**config.mk**
```make
export PLATFORM = sky130hd
export DESIGN_NAME = bus_hs_ctrl
export DESIGN_NICKNAME = d
export VERILOG_FILES = /design/src/rtl/bus_hs_pkg.sv /design/src/rtl/bus_hs_sync.sv /design/src/rtl/bus_hs_seq.sv /design/src/rtl/bus_hs_err_mon.sv /design/src/rtl/bus_hs_ctrl.sv
export SDC_FILE = /design/constraint.sdc
export NUM_CORES = 1
export LEC_CHECK = 0
export BUFFER_PORTS_ARGS = -buffer_cell sky130_fd_sc_hd__buf_4
export CELL_PAD_IN_SITES_DETAIL_PLACEMENT = 1
export CELL_PAD_IN_SITES_GLOBAL_PLACEMENT = 1
export CORE_MARGIN = 2
export CORE_UTILIZATION = 38
export CTS_CLUSTER_DIAMETER = 120
export CTS_CLUSTER_SIZE = 10
export DETAILED_ROUTE_END_ITERATION = 6
export PLACE_DENSITY_LB_ADDON = 0.1
export REMOVE_ABC_BUFFERS = 1
export SLEW_MARGIN = 20
export SYNTH_ARGS = -nofsm -noshare
export SYNTH_HDL_FRONTEND = slang
export SYNTH_SLANG_ARGS = --single-unit
```
**constraint.sdc**
```tcl
create_clock -name clk_i -period 1.5 [get_ports clk_i]
set_input_delay 0.15 -clock clk_i [delete_from_list [all_inputs] [get_ports clk_i]]
set_output_delay 0.15 -clock clk_i [all_outputs]
set_load 0.01 [all_outputs]
```
**src/rtl/bus_hs_pkg.sv**
```systemverilog
package bus_hs_pkg;

  typedef enum logic [3:0] {
    ST_IDLE    = 4'd0,
    ST_RD_REQ  = 4'd1,
    ST_RD_DATA = 4'd2,
    ST_RD_ACK  = 4'd3,
    ST_RD_DROP = 4'd4,
    ST_WR_EN   = 4'd5,
    ST_WR_REQ  = 4'd6,
    ST_WR_DONE = 4'd7,
    ST_WR_ACK  = 4'd8,
    ST_RELEASE = 4'd9
  } hs_state_e;

  typedef struct packed {
    logic strobe;
    logic en;
    logic xack;
  } hs_out_t;

  function automatic hs_out_t hs_decode(hs_state_e st);
    hs_out_t o;
    o = '0;
    unique case (st)
      ST_RD_REQ:  o.strobe = 1'b1;
      ST_RD_DATA: begin o.strobe = 1'b1; o.en = 1'b1; end
      ST_RD_ACK:  begin o.strobe = 1'b1; o.en = 1'b1; o.xack = 1'b1; end
      ST_RD_DROP: begin o.strobe = 1'b1; o.xack = 1'b1; end
      ST_WR_EN:   o.en = 1'b1;
      ST_WR_REQ:  begin o.strobe = 1'b1; o.en = 1'b1; end
      ST_WR_DONE: o.strobe = 1'b1;
      ST_WR_ACK:  begin o.strobe = 1'b1; o.xack = 1'b1; end
      default:    o = '0;
    endcase
    return o;
  endfunction

endpackage

```
**src/rtl/bus_hs_sync.sv**
```systemverilog
module bus_hs_sync #(
  parameter int unsigned WIDTH  = 3,
  parameter int unsigned STAGES = 2
) (
  input  logic             clk_i,
  input  logic             rst_ni,
  input  logic [WIDTH-1:0] d_i,
  output logic [WIDTH-1:0] q_o
);

  logic [WIDTH-1:0] stg_q [STAGES];

  for (genvar g = 0; g < STAGES; g++) begin : g_stage
    always_ff @(posedge clk_i or negedge rst_ni) begin
      if (!rst_ni) stg_q[g] <= '0;
      else if (g == 0) stg_q[g] <= d_i;
      else stg_q[g] <= stg_q[(g == 0) ? 0 : g-1];
    end
  end

  assign q_o = stg_q[STAGES-1];

endmodule

```
**src/rtl/bus_hs_seq.sv**
```systemverilog
module bus_hs_seq
  import bus_hs_pkg::*;
(
  input  logic      clk_i,
  input  logic      rst_ni,
  input  logic      rd_i,
  input  logic      wr_i,
  input  logic      ack_i,
  output hs_state_e state_o,
  output hs_out_t   out_o
);

  hs_state_e state_q, state_d;
  hs_out_t   out_q;

  always_comb begin
    state_d = state_q;
    unique case (state_q)
      ST_IDLE: begin
        if (rd_i && !wr_i)      state_d = ST_RD_REQ;
        else if (wr_i && !rd_i) state_d = ST_WR_EN;
      end
      ST_RD_REQ:  if (ack_i) state_d = ST_RD_DATA;
      ST_RD_DATA: state_d = ST_RD_ACK;
      ST_RD_ACK:  if (!rd_i) state_d = ST_RD_DROP;
      ST_RD_DROP: state_d = ST_RELEASE;
      ST_WR_EN:   state_d = ST_WR_REQ;
      ST_WR_REQ:  if (ack_i) state_d = ST_WR_DONE;
      ST_WR_DONE: state_d = ST_WR_ACK;
      ST_WR_ACK:  if (!wr_i) state_d = ST_RELEASE;
      ST_RELEASE: if (!ack_i) state_d = ST_IDLE;  // same outputs as idle
      default:    state_d = ST_IDLE;
    endcase
  end

  // outputs registered from next state: same edge as the state step
  always_ff @(posedge clk_i or negedge rst_ni) begin
    if (!rst_ni) begin
      state_q <= ST_IDLE;
      out_q   <= '0;
    end else begin
      state_q <= state_d;
      out_q   <= hs_decode(state_d);
    end
  end

  assign state_o = state_q;
  assign out_o   = out_q;

endmodule

```
**src/rtl/bus_hs_err_mon.sv**
```systemverilog
module bus_hs_err_mon
  import bus_hs_pkg::*;
(
  input  logic      clk_i,
  input  logic      rst_ni,
  input  hs_state_e state_i,
  input  logic      rd_i,
  input  logic      wr_i,
  input  logic      ack_i,
  output logic      err_o
);

  logic both_strobes, early_drop, ack_early, ack_lost, viol;
  logic err_q;

  always_comb begin
    both_strobes = rd_i && wr_i;
    early_drop   = 1'b0;
    ack_early    = 1'b0;
    ack_lost     = 1'b0;
    unique case (state_i)
      ST_RD_REQ, ST_RD_DATA:            early_drop = !rd_i;
      ST_WR_EN, ST_WR_REQ, ST_WR_DONE:  early_drop = !wr_i;
      default: ;
    endcase
    unique case (state_i)
      ST_IDLE, ST_WR_EN: ack_early = ack_i;
      ST_RD_DATA, ST_RD_ACK, ST_RD_DROP, ST_WR_DONE, ST_WR_ACK: ack_lost = !ack_i;
      default: ;
    endcase
    viol = both_strobes | early_drop | ack_early | ack_lost;
  end

  always_ff @(posedge clk_i or negedge rst_ni) begin
    if (!rst_ni) err_q <= 1'b0;
    else         err_q <= err_q | viol;
  end

  assign err_o = err_q;

endmodule

```
**src/rtl/bus_hs_ctrl.sv**
```systemverilog
module bus_hs_ctrl
  import bus_hs_pkg::*;
#(
  parameter int unsigned SYNC_STAGES = 2
) (
  input  logic clk_i,
  input  logic rst_ni,
  input  logic rd_strobe_i,
  input  logic wr_strobe_i,
  input  logic dev_ack_i,
  output logic dev_strobe_o,
  output logic xcvr_en_o,
  output logic xfer_ack_o,
  output logic protocol_error_o
);

  localparam int unsigned NUM_IN = 3;

  logic [NUM_IN-1:0] raw_in, syn_in;
  hs_state_e         state;
  hs_out_t           outs;

  assign raw_in = {rd_strobe_i, wr_strobe_i, dev_ack_i};

  bus_hs_sync #(.WIDTH(NUM_IN), .STAGES(SYNC_STAGES)) u_sync (
    .clk_i (clk_i),
    .rst_ni(rst_ni),
    .d_i   (raw_in),
    .q_o   (syn_in)
  );

  bus_hs_seq u_seq (
    .clk_i  (clk_i),
    .rst_ni (rst_ni),
    .rd_i   (syn_in[2]),
    .wr_i   (syn_in[1]),
    .ack_i  (syn_in[0]),
    .state_o(state),
    .out_o  (outs)
  );

  bus_hs_err_mon u_err (
    .clk_i  (clk_i),
    .rst_ni (rst_ni),
    .state_i(state),
    .rd_i   (syn_in[2]),
    .wr_i   (syn_in[1]),
    .ack_i  (syn_in[0]),
    .err_o  (protocol_error_o)
  );

  assign dev_strobe_o = outs.strobe;
  assign xcvr_en_o    = outs.en;
  assign xfer_ack_o   = outs.xack;

endmodule

```
After elaboration in Yosys (flattened, before gate mapping)

Index checks and enable logic that the tools add are counted.

Logic and storage cells: 56
Output and inout bits: 4
Register bits: 14
Input bits: 5

Muxes and demuxes: 14
Bitwise logic cells: 4
Reductions and logical operators: 14
Equality and inequality tests: 17

Operators by type and width:

| cell                                                             | number |
|---|---|
| 4-bit case mux with 10 select lines                              | 1 |
| 4-bit by 3-bit == test with 1-bit output (second input constant) | 8 |
| 4-bit 2-to-1 mux                                                 | 7 |
| 4-bit by 2-bit == test with 1-bit output (second input constant) | 4 |
| 4-bit == test (second input constant)                            | 3 |
| 4-bit by 1-bit == test with 1-bit output (second input constant) | 2 |
| 7-bit OR reduction                                               | 1 |
| 3-bit OR reduction                                               | 2 |
| 1-bit 2-to-1 mux                                                 | 5 |
| 5-bit OR reduction                                               | 1 |
| 4-bit zero test                                                  | 1 |
| 1-bit bitwise OR                                                 | 4 |
| 2-bit OR reduction                                               | 2 |
| 4-bit OR reduction                                               | 1 |
| 1-bit logical AND                                                | 3 |
| 1-bit zero test                                                  | 3 |
| 1-bit case mux with 2 select lines                               | 1 |

Longest topological paths before layout

Gate-level depths: netlist of run 1.

Depth in word-level cells: 8
Depth in mapped cells: 6
Gate-level depth less buffers: 5

Modules after synthesis

From an unflattened synthesis of run 1, not the netlist that was laid out.

Cell total of the unflattened synthesis: 74
Area total of the unflattened synthesis: 765.7 um^2

Modules (own cells, without submodules):

| module         | sequential area each (um^2) | area an instance (um^2) | cells an instance | times used |
|---|---|---|---|---|
| bus_hs_seq     | 175.2                       | 476.7                   | 51                | 1 |
| bus_hs_sync    | 150.1                       | 172.7                   | 9                 | 1 |
| bus_hs_err_mon | 25.0                        | 116.4                   | 14                | 1 |

Worst setup path before layout of run 1

Ideal clock, no wire load.

Kind: reg2reg
From: register u_seq.state_q[3] (netlist: u_seq.state_o[3])
To: register u_seq.out_q, in the netlist u_seq.out_o[1]
Stages on the path, launching flop included: 7
Data arrival time: 1.266 ns
Required time: 1.372 ns
Period minus slack after synthesis: 1.394 ns
Buffers on the path: 1
Setup time: 0.128 ns
Path slack: 0.106 ns
Cell sequence: dfrtp_1 -> buf_6 -> nor3b_1 -> o21ai_1 -> o2111ai_2 -> xnor2_1 -> o2bb2ai_1

RTL lines:

| what                                                                                                        | RTL line         | source |
|---|---|---|
| start: declaration                                                                                          | bus_hs_seq.sv:13 | `hs_state_e state_q, state_d;` |
| start signal: assignment                                                                                    | bus_hs_seq.sv:42 | `state_q <= state_d;` |
| 4-bit == test, or another cell as far along                                                                 | bus_hs_seq.sv:18 | `unique case (state_q)` |
| 4-bit case mux with 10 select lines (*)                                                                     | bus_hs_seq.sv:18 |  |
| via u_seq.state_d[0]                                                                                        | bus_hs_seq.sv:13 |  |
| 4-bit by 3-bit == test with 1-bit output / 4-bit by 2-bit == test with 1-bit output (equally long branches) | bus_hs_pkg.sv:25 | `unique case (st)` |
| 4-bit OR reduction (no source line) (*)                                                                     | n/a              |  |
| 1-bit 2-to-1 mux (*)                                                                                        | bus_hs_pkg.sv:25 |  |
| end signal: assignment                                                                                      | bus_hs_seq.sv:43 | `out_q <= hs_decode(state_d);` |
| end: declaration                                                                                            | bus_hs_seq.sv:14 | `hs_out_t out_q;` |

The timed path passes the listed nets; every way through them passes the cells marked *.

Worst setup path in the final report of run 1

From: register u_seq.state_q[2] (netlist: u_seq.state_o[2])
To: register u_seq.out_q, in the netlist u_seq.out_o[0]

Longest elaborated chain between the ends: 6

RTL lines:

| what                                                                   | RTL line         | source |
|---|---|---|
| 4-bit 2-to-1 mux                                                       | bus_hs_seq.sv:21 | `else if (wr_i && !rd_i) state_d = ST_WR_EN;` |
| 4-bit 2-to-1 mux                                                       | bus_hs_seq.sv:20 | `if (rd_i && !wr_i) state_d = ST_RD_REQ;` |
| 4-bit case mux with 10 select lines (*)                                | bus_hs_seq.sv:18 |  |
| 4-bit by 2-bit == test with 1-bit output, or another cell as far along | bus_hs_pkg.sv:25 |  |
| 3-bit OR reduction (no source line) (*)                                | n/a              |  |
| 1-bit 2-to-1 mux (*)                                                   | bus_hs_pkg.sv:25 |  |

Every way passes the cells marked *; elsewhere a longest branch is shown, timed or not.

==> run summary, run 1 <==
The tightest hold path in the finished design has a slack of 276 ps. The initial antenna violation count came out at 0. The area of the die came out at between 0.002 and 0.0025 sq mm. The maximum clock frequency is approximately 640 MHz. The pin count of the biggest net entering global routing came out at 15. The number of max-cap violations came out at 0. Among all stages on the critical path, the largest delay is contributed by dfrtp_2. The run finished, with violations left.

The number of antenna diodes in the final layout is 0. The maximum single-stage delay on the critical path came out at about 450 ps. The number of nets with antenna violations after detailed routing came out at 0. Buffers inserted during clock tree synthesis total 3. Once routing completed, OpenROAD measured the worst setup slack at -55.7 ps.

The worst min-delay path class is primary input to async pin. The detailed-route wire length is 1810 um. The final period utilization is 104%. On the final layout, the worst clock skew is 4.36 ps.

The async set-reset flop share out of synthesis came out at 100%. The count of pins over their slew limit is 0. The initial core utilization came out at between 40% and 50%.

The register area share after synthesis is roughly 50%. The number of nets at the end of the flow is just under 100. The final count of hold timing violations came to 0. The clock reaches the later pin of the worst-skew pair after between 200 and 300 ps. Synthesis produced 67 cells. The maximum clock insertion buffer count is 2. The synthesis-to-finish area growth came out at 39.5%. Detailed placement finished with a half-perimeter wire length of roughly 1200 um. The first routing iteration left 0 violations. The total buffers and inverters traversed by the critical path is 2. Routability-driven placement finished with a final weighted congestion of between 0.8 and 0.9. The number of placement rows came out at 15. The routed wirelength normalized by instance count is approximately 15 um. Once placement completed, the tool counted placed cells totaling about 110.

In the synthesized netlist, the cells that appear most often are dfrtp_1, inv_1, nand2_1. 9 I/O pins were placed. The setup-violating endpoint count in the final report is 2. Setup repair after global routing could not meet its margin everywhere. The checks that failed: setup timing. The worst slew slack as a fraction of its limit is roughly 78%. The number of warnings printed during yosys synthesis came out at 0. The floorplan step defined a core boundary enclosing 0.00175 sq mm. The via count of the first global-routing pass was 574. The count of TritonRoute iterations in the first routing pass is 1. The floorplan step set the die height to 47.3 um.

The post-CTS clock slew at the launch and capture registers of the worst setup and hold paths came out at 80 ps. A synthesized cell averages ~11 sq um. The root buffer cell chosen for the clock tree is clkbuf_4. The register bit count reported by yosys came out at 14. The first-pass GRT wire length is 2650 um. Of the cells placed in the final design, the portion with a size suffix greater than 1 is just over 40%.

The via total after detailed routing is 570. The required time of the critical path came out at between 1500 and 2000 ps. The worst setup path is of the flop to flop kind. The global router's overall resource usage is 18.1%. TritonCTS built the clock tree. The final cell count without fillers is approximately 120.

The total standard cell area after synthesis is just over 700 sq um. STA puts the critical path data arrival time at 1710 ps. The smallest clock period supported by the final layout is computed as 1560 ps.

The core occupancy in the finished layout came out at a little under three fifths. STA classifies the critical path endpoint as a flop. The number of enable flip-flop cells after synthesis came out at 0.

By area the synthesized netlist is led by dfrtp_1, xnor2_1, buf_6, inv_1, nand2_1. For the pin with the worst max-slew slack, the measured transition is roughly 330 ps. The via-per-instance ratio came out at between 4 and 5. The largest driver fanout on the critical path is 7. The worst IR drop on VDD came out at 1300 uV.

By instance count, the leading cell after synthesis is dfrtp_1. The largest area contributor in the synthesized netlist is dfrtp_1. The share of the synthesized area in the top cell type is 49.2%. The port buffer count is 8. The die is roughly 47 um wide.

The total power density per cell area came out at approximately 2100 mW/mm^2. Synthesis instantiated 33 different standard cells from the library. The completed layout was analyzed and its total power is 2.05 mW. In this design, the largest share of critical-path delay is due to flip-flops. In this run the static leakage power is between 0.4 and 0.5 nW.

The deepest level of the CTS H-tree is 1. For this run, the leading register cell type out of synthesis is dfrtp_1. The overflow left after global routing is 0. STA classifies the critical path startpoint as a flop. The number of remaining DRC errors is 0. For this design, the sink count on the clock tree is 14. Traced cell by cell, the critical path runs through buf_6, nor2b_1, o21ai_0, a21o_1, buf_4, nand2_1, o22ai_1.
## registers in the layout, summed over array words and instances, names as in the netlist
register,cells
u_err.err_o,1
u_seq.state_o,4
u_sync.q_o,3
u_sync.stg_q,3
u_seq.out_o,3
## timing repair
item / 4_1_cts / 5_1_grt
resized for setup: 5 / 7
hold buffers: 4 / 0
cloned: 0 / 0
pin swaps: 1 / 2
endpoints found under the hold margin: 17 / 0
buffers inserted: 0 / 4
endpoints found under the setup margin: 3 / 4
## kinds of logic (layout without fill, tap and decap cells)
group                  count (synthesis)  count (layout)  share of synthesized area (%)
AO/OA/AOI/OAI                         19              19                           20.9
AND/OR/NAND/NOR                       19              19                           14.9
flip-flops                            14              14                           49.2
buffers and inverters                  9              34                           7.56
XOR/XNOR                               6               6                           7.38
## power by group
| group | switching (mW) | leakage (nW) | internal, mW |
|---|---|---|---|
| clock | 0.115 | 0.0210 | 0.147 |
| combinational | 0.586 | 0.251 | 0.600 |
| sequential | 0.114 | 0.161 | 0.484 |
## worst paths after layout
check / start / endpoint / slack, ps / depth (start not counted)
setup / recovery: u_seq.state_o[2] / u_seq.out_o[0] / -60 / 7
hold / removal: rst_ni / u_seq.state_o[2] / 280 / 2
setup reg to reg: u_seq.state_o[2] / u_seq.out_o[0] / -60 / 7
hold reg to reg: u_sync.stg_q[3] / u_sync.q_o[0] / 350 / 0
max in group asynchronous: rst_ni / u_seq.state_o[3] / 1040 / 2
min in group clk_i: u_sync.stg_q[3] / u_sync.q_o[0] / 350 / 0
## final cells by class
cell class / instances / area [sq um]
flip-flops and latches: 14 / 355
inverters: 5 / 18.8
multi-input cells: 44 / 350
fillers: 206 / 752
clock buffers: 4 / 36.3
well taps: 25 / 31.3
repair buffers: 25 / 201
## per-layer routing
metal	wire length, um	track usage (%)	vias up	share of wire [%]
li1	-	-	282	-
met1	776	23.7	277	43
met2	963	29.7	7	53
met3	29	1.15	4	1.6
met4	42	10.0	0	2.3
met5	0	0	-	0
## metrics by stage
step	setup slack, ps	area (sq um)	TNS (ps)
CTS	28.8	932	0
detailed placement	-50.7	836	-72.5
global route	-97.9	993	-233
floorplan	41.8	677	0
global placement	-26.7	836	-26.7
finish	-55.7	993	-94.2
## cells in the final DEF, fill, tap and decap left out, types with 2 or more instances in the layout
cell type	synthesis	layout
nor2_1	2	2
xor2_1	2	2
a21oi_1	2	2
clkbuf_4	0	3
buf_4	1	20
nand2_1	5	5
inv_1	5	5
o21ai_0	3	3
dlygate4sd3_1	0	4
o21ai_2	0	2
xnor2_1	4	4
and2b_1	2	2
dfrtp_1	14	10
nor2b_1	2	2
dfrtp_2	0	4
(Power assumes the default switching activity.)
==> run 2: changes to the inputs <==
--- a/config.mk
+++ b/config.mk
@@ -5,13 +5,13 @@
 export SDC_FILE = /design/constraint.sdc
 export NUM_CORES = 1
 export LEC_CHECK = 0
-export BUFFER_PORTS_ARGS = -buffer_cell sky130_fd_sc_hd__buf_4
+export BUFFER_PORTS_ARGS = -buffer_cell sky130_fd_sc_hd__buf_2
 export CELL_PAD_IN_SITES_DETAIL_PLACEMENT = 1
 export CELL_PAD_IN_SITES_GLOBAL_PLACEMENT = 1
 export CORE_MARGIN = 2
 export CORE_UTILIZATION = 38
 export CTS_CLUSTER_DIAMETER = 120
-export CTS_CLUSTER_SIZE = 10
+export CTS_CLUSTER_SIZE = 30
 export DETAILED_ROUTE_END_ITERATION = 6
 export PLACE_DENSITY_LB_ADDON = 0.1
 export REMOVE_ABC_BUFFERS = 1
==> run summary, run 2 (same netlist as run 1, synthesis figures left out) <==
The category of the worst setup path launch point was a flop (unchanged). The slowest cell on the critical path is dfrtp_2 (unchanged). The total power density per cell area came out at 2100 mW/mm^2 (was 2060 mW/mm^2).

The static leakage came out at 0.425 nW (was 0.433 nW). The detailed-route wire length came out at 1890 um (was 1810 um). The worst IR drop on VDD came to 1280 uV (was 1300 uV). Cell Chain, Critical Path: and2b_4, a22oi_2, o2111ai_4, xnor2_1, o2bb2ai_1 (was buf_6, nor2b_1, o21ai_0, a21o_1, buf_4, nand2_1, o22ai_1). The final count of hold timing violations was 0 (unchanged). The worst min-delay path class is primary input to async pin (unchanged). The count of pins over their slew limit is 0 (unchanged). The leading cell type in the layout, fill and taps excluded is buf_4 (unchanged). The global placement routability congestion was 0.774 (was 0.847). The overflow left after global routing came to 0 (unchanged). The initial core utilization is 40.8% (unchanged). The type of destination of the critical path is a flop (unchanged).

Unrepaired setup endpoints after global routing: yes (unchanged). The iteration-0 DRC count of the detailed router is 5 (was 0). The via count of the first global-routing pass came to 565 (was 574). The clock root buffer master is clkbuf_4 (unchanged). The number of placement rows came to 15 (unchanged).

The critical setup path kind is flop to flop (unchanged). The synthesis-to-finish area growth came out at 36.2% (was 39.5%). The count of antenna diodes in the layout came out at 0 (unchanged). The initial antenna violation count came out at 0 (unchanged).

The number of remaining DRC errors is 0 (unchanged). The first-pass GRT wire length came out at 2590 um (was 2650 um). The final sum of negative setup slack is -8.93 ps (was -94.2 ps). The floorplan die height came out at 47.3 um (unchanged).

The total buffers and inverters traversed by the critical path is 0 (was 2). The width of the die came out at 47.3 um (unchanged). The maximum single-stage delay on the critical path came out at 490 ps (was 450 ps). The final critical-path required period is 1510 ps (was 1560 ps).

The met1 routed wirelength after detailed routing was 797 um (was 776 um). The via-per-instance ratio is 4.93 (was 4.87). The final cell count without fillers is 117 (unchanged). Outcome: finished with violations (unchanged).

The family of cells with the greatest summed delay on the critical path is compound AO/OA/AOI/OAI gates (was flip-flops). The flip-flop count of the largest register, all copies and words added came out at 4 (unchanged). The TritonCTS clock tree was done (unchanged). The routed wirelength normalized by instance count is 16.1 um (was 15.5 um).

The area of the die is 0.00224 sq mm (unchanged). The core box area was 0.00175 sq mm (unchanged). The number of max-cap violations was 0 (unchanged). Most frequent cells in the layout: buf_4, dfrtp_1, buf_2 (was buf_4, dfrtp_1, inv_1, nand2_1). The cell area after layout is 970 sq um (was 993 sq um). The largest driver fanout on the critical path is 7 (unchanged). The via total after detailed routing is 577 (was 570). The total I/O pin count came out at 9 (unchanged).

The maximum clock insertion buffer count came out at 2 (unchanged). The maximum clock frequency is 663 MHz (was 643 MHz). The smallest hold slack is 292 ps (was 276 ps).

The critical path data arrival time came out at 1710 ps (about the same). The count of TritonRoute iterations in the first routing pass came out at 4 (was 1). The number of nets with antenna violations after detailed routing was 0 (unchanged). The routed wire length on met3 is 39 um (was 29 um). The worst slew slack as a fraction of its limit is 79.8% (was 78.3%).

The number of CTS-inserted buffers is 3 (unchanged). The final period utilization is 101% (was 104%). The transition at the pin with the smallest max-transition slack is 303 ps (was 325 ps).

The deepest level of the CTS H-tree is 1 (unchanged). The count of clock tree sinks was 14 (unchanged). The met2 wire length came out at 1030 um (was 963 um). Failing checks: setup timing (unchanged). The port buffer count is 8 (unchanged).

The number of nets at the end of the flow is 98 (unchanged). The post-layout worst setup margin came out at -8.93 ps (was -55.7 ps). The pin count of the biggest net entering global routing came out at 15 (unchanged). The fraction of final layout cells sized beyond drive strength 1 is 42.4% (was 41.3%). The placed instance area came out at 823 sq um (was 836 sq um). The setup-violating endpoint count in the final report came out at 1 (was 2).

The global router's overall resource usage came out at 18.1% (about the same). The sum of net half-perimeters after detailed placement is 1190 um (was 1170 um). The placement-stage worst setup slack came to -34.9 ps (was -50.7 ps). The placed cell count came out at 106 (was 105). The clock latency reported for the late side of the worst-skew pair is 280 ps (was 270 ps). The final setup skew came out at 6.17 ps (was 4.36 ps). The post-CTS clock slew at the launch and capture registers of the worst setup and hold paths came out at 90 ps (was 80 ps). The highest metal layer used by the detailed router is met4 (unchanged). The required time of the critical path was 1700 ps (was 1650 ps).
run 2: worst paths after layout:
kind	end	startpoint	cells after the start	slack (ps)
max reg2reg	u_seq.out_o[1]	u_seq.state_o[1]	5	-9
max in group asynchronous	u_seq.state_o[3]	rst_ni	2	950
max	u_seq.out_o[1]	u_seq.state_o[1]	5	-9
min reg2reg	u_sync.q_o[0]	u_sync.stg_q[3]	0	360
min in group clk_i	u_sync.q_o[0]	u_sync.stg_q[3]	0	360
min	u_sync.stg_q[5]	rst_ni	2	290
run 2: power by group:
group          internal [mW]  switching (mW)  total, mW  leakage (nW)
clock                  0.148           0.129      0.277        0.0210
combinational          0.580           0.577       1.16         0.244
sequential             0.484           0.117      0.602         0.160
run 2: repair_timing:
item / 4_1_cts / 5_1_grt
endpoints found under the hold margin: 17 / 0
setup buffers: 0 / 3
endpoints found under the setup margin: 2 / 2
hold buffers: 4 / 0
pin swaps: 0 / 3
gates resized for setup: 3 / 9
run 2: routing by layer:
metal	track usage, %	vias up
li1	-	282
met1	22.8	288
met2	28.1	5
met3	5.77	2
met4	8.33	0
met5	0	-
run 2: final cells by class:
class / instances / area [sq um]
inverter: 5 / 18.8
fill: 208 / 776
tap: 25 / 31.3
multi-input combinational: 44 / 349
sequential: 14 / 357
timing repair buffer: 25 / 178
clock buffer: 4 / 36.3
run 2: stage by stage:
| stage | power (mW) | util, % |
|---|---|---|
| after floorplan | 1.19 | - |
| after global placement | 1.51 | 47.2 |
| after detailed placement | 1.53 | 47.2 |
| after CTS | 1.83 | 51.9 |
| after global routing | 2.17 | 55.6 |
| final | 2.04 | 55.6 |
==> run 3: changes to the inputs <==
--- a/config.mk
+++ b/config.mk
@@ -8,13 +8,11 @@
 export BUFFER_PORTS_ARGS = -buffer_cell sky130_fd_sc_hd__buf_2
 export CELL_PAD_IN_SITES_DETAIL_PLACEMENT = 1
 export CELL_PAD_IN_SITES_GLOBAL_PLACEMENT = 1
-export CORE_MARGIN = 2
 export CORE_UTILIZATION = 38
 export CTS_CLUSTER_DIAMETER = 120
 export CTS_CLUSTER_SIZE = 30
 export DETAILED_ROUTE_END_ITERATION = 6
 export PLACE_DENSITY_LB_ADDON = 0.1
-export REMOVE_ABC_BUFFERS = 1
 export SLEW_MARGIN = 20
 export SYNTH_ARGS = -nofsm -noshare
 export SYNTH_HDL_FRONTEND = slang
==> run summary, run 3 (same netlist as run 1, synthesis figures left out) <==
The critical setup path kind was flop to flop (unchanged). The total buffers and inverters traversed by the critical path is 0 (unchanged). The family of cells with the greatest summed delay on the critical path is flip-flops (was compound AO/OA/AOI/OAI gates). The share of total power in sequential cells is 30.2% (was 29.6%). The final cell count without fillers is 115 (was 117).

The number of max-cap violations came out at 0 (unchanged). The net switching power is 0.760 mW (was 0.824 mW). The worst slew slack as a fraction of its limit came out at 78.5% (was 79.8%). The clock share of power is 13.7% (was 13.6%). The beginning of the critical path is u_seq.state_o[0] (was u_seq.state_o[1]). The global router's overall resource usage came out at 19.7% (was 18.1%). The type of destination of the critical path is a flop (unchanged). The worst reg2reg path startpoint was u_seq.state_o[0] (was u_seq.state_o[1]). The via count of the first global-routing pass is 571 (was 565). The total power density per cell area is 2030 mW/mm^2 (was 2100 mW/mm^2). Most frequent cells in the layout: buf_4, dfrtp_1, buf_2 (unchanged). The final period utilization is 96.4% (was 101%). The maximum clock frequency is 691 MHz (was 663 MHz).

The core box area is 0.00175 sq mm (unchanged). The total I/O pin count is 9 (unchanged). The global placement routability congestion is 0.774 (about the same).

The count of TritonRoute iterations in the first routing pass was 2 (was 4). The initial core utilization was 40.8% (unchanged). The static leakage came to 0.414 nW (was 0.425 nW).

The fraction of final layout cells sized beyond drive strength 1 came to 37.8% (was 42.4%). The flip-flop count of the largest register, all copies and words added was 4 (unchanged). The count of pins over their slew limit came to 0 (unchanged). The area of the die came out at 0.00205 sq mm (was 0.00224 sq mm). Cell Chain, Critical Path: nor2_2, o21ai_1, o2111ai_4, xnor2_1, o2bb2ai_1 (was and2b_4, a22oi_2, o2111ai_4, xnor2_1, o2bb2ai_1). The placed cell count came out at 105 (was 106). The sum of net half-perimeters after detailed placement came to 1180 um (was 1190 um). The detailed-route wire length came to 1670 um (was 1890 um).

The maximum single-stage delay on the critical path came to 460 ps (was 490 ps). The final count of hold timing violations was 0 (unchanged). The required time of the critical path came out at 1710 ps (was 1700 ps). The placed instance area came out at 816 sq um (was 823 sq um). The setup-violating endpoint count in the final report came out at 0 (was 1). The critical path data arrival time came out at 1650 ps (was 1710 ps). The initial antenna violation count is 0 (unchanged). Unrepaired setup endpoints after global routing: yes (unchanged). The worst IR drop on VDD is 984 uV (was 1280 uV). The TritonCTS clock tree is done (unchanged). The net count of the mapped netlist came out at between 70 and 80. Outcome: finished clean (was finished with violations). The number of CTS-inserted buffers is 3 (unchanged). The category of the worst setup path launch point is a flop (unchanged). The total power came out at 1.92 mW (was 2.04 mW).

The routed wirelength normalized by instance count is 14.5 um (was 16.1 um). The post-CTS clock slew at the launch and capture registers of the worst setup and hold paths is 80 ps (was 90 ps). The transition at the pin with the smallest max-transition slack came out at 321 ps (was 303 ps). The synthesis-to-finish area growth came out at 32.7% (was 36.2%). The clock root buffer master is clkbuf_4 (unchanged).

The width of the die came out at 45.3 um (was 47.3 um). The count of clock tree sinks is 14 (unchanged). The cell area after layout came out at 945 sq um (was 970 sq um). The number of remaining DRC errors was 0 (unchanged). The pin count of the biggest net entering global routing came out at 15 (unchanged). The worst reg-to-reg setup slack is 50 ps (was -9 ps).

The cell count of the worst reg-to-reg path is 5 (unchanged). The number of placement rows is 15 (unchanged). The first-pass GRT wire length came to 2760 um (was 2590 um). The deepest level of the CTS H-tree came out at 1 (unchanged). The largest driver fanout on the critical path came out at 7 (unchanged). The number of nets with antenna violations after detailed routing is 0 (unchanged). The via-per-instance ratio came out at 4.89 (was 4.93). The count of antenna diodes in the layout came out at 0 (unchanged). The slowest cell on the critical path was dfrtp_2 (unchanged). The via total after detailed routing is 562 (was 577). The floorplan die height is 45.3 um (was 47.3 um). The cell-internal power came out at 1.16 mW (was 1.21 mW). The port buffer count came out at 8 (unchanged).

The worst min-delay path class was primary input to async pin (unchanged). The iteration-0 DRC count of the detailed router came to 1 (was 5). The final critical-path required period was 1450 ps (was 1510 ps). The clock latency reported for the late side of the worst-skew pair came out at 270 ps (was 280 ps).

The overflow left after global routing came to 0 (unchanged). The core occupancy in the finished layout is 54.1% (was 55.6%). The maximum clock insertion buffer count is 2 (unchanged). The share of power burned in combinational logic is 56.1% (was 56.8%).

The switching portion of total power came out at 39.6% (was 40.5%). The reg-to-reg endpoint is u_seq.out_o[1] (unchanged). The number of nets at the end of the flow came out at 96 (was 98). The final setup skew came out at 3.20 ps (was 6.17 ps).
run 3: per-stage QoR:
step,TNS (ps),hold WS [ps],setup WS (ps)
3_5_place_dp,-8.10,61.8,-8.10
3_3_place_gp,-18.9,58.4,-18.9
2_1_floorplan,0,-146,106
5_1_grt,-21.2,321,-18.7
6_report,0,292,53.4
4_1_cts,0,297,2.05
run 3: what timing repair did:
action                                 in CTS  in global routing
pin swaps                                   0                  2
setup endpoints to repair                   2                  4
endpoints found under the hold margin      17                  0
hold buffers                                4                  0
gates resized for setup                     2                  7
setup buffers                               0                  2
run 3: final cells by class:
| class | count | area [sq um] |
|---|---|---|
| sequential | 14 | 355 |
| fill | 195 | 801 |
| inverter | 5 | 18.8 |
| multi-input combinational | 44 | 337 |
| tap | 25 | 31.3 |
| timing repair buffer | 23 | 166 |
| clock buffer | 4 | 36.3 |
run 3: worst max path at each step:
stage	depth (start not counted)	end	slack, ps
after floorplan	6	u_seq.out_o[1]	110
after global placement	5	u_seq.out_o[2]	-20
after detailed placement	5	u_seq.out_o[2]	-8
after CTS	5	u_seq.out_o[2]	2
after global routing	4	u_seq.out_o[1]	-20
final	5	u_seq.out_o[1]	50
run 3: power groups by stage:
stage / clock network [mW] / registers [mW] / logic, mW
5_1_grt: 0.285 / 0.596 / 1.18
4_1_cts: 0.276 / 0.572 / 0.969
2_1_floorplan: 0 / 0.547 / 0.718
3_5_place_dp: 0 / 0.577 / 0.935
3_3_place_gp: 0 / 0.572 / 0.915
6_report: 0.264 / 0.580 / 1.08
run 3: metal layers:
metal / part of all wire [%] / global-route usage, % / vias up / wire (um)
met4: 0.72 / 10.9 / 0 / 12
met3: 0.66 / 2.40 / 2 / 11
met5: 0 / 0 / - / 0
li1: - / - / 281 / -
met2: 52 / 31.0 / 4 / 870
met1: 46 / 26.2 / 275 / 773
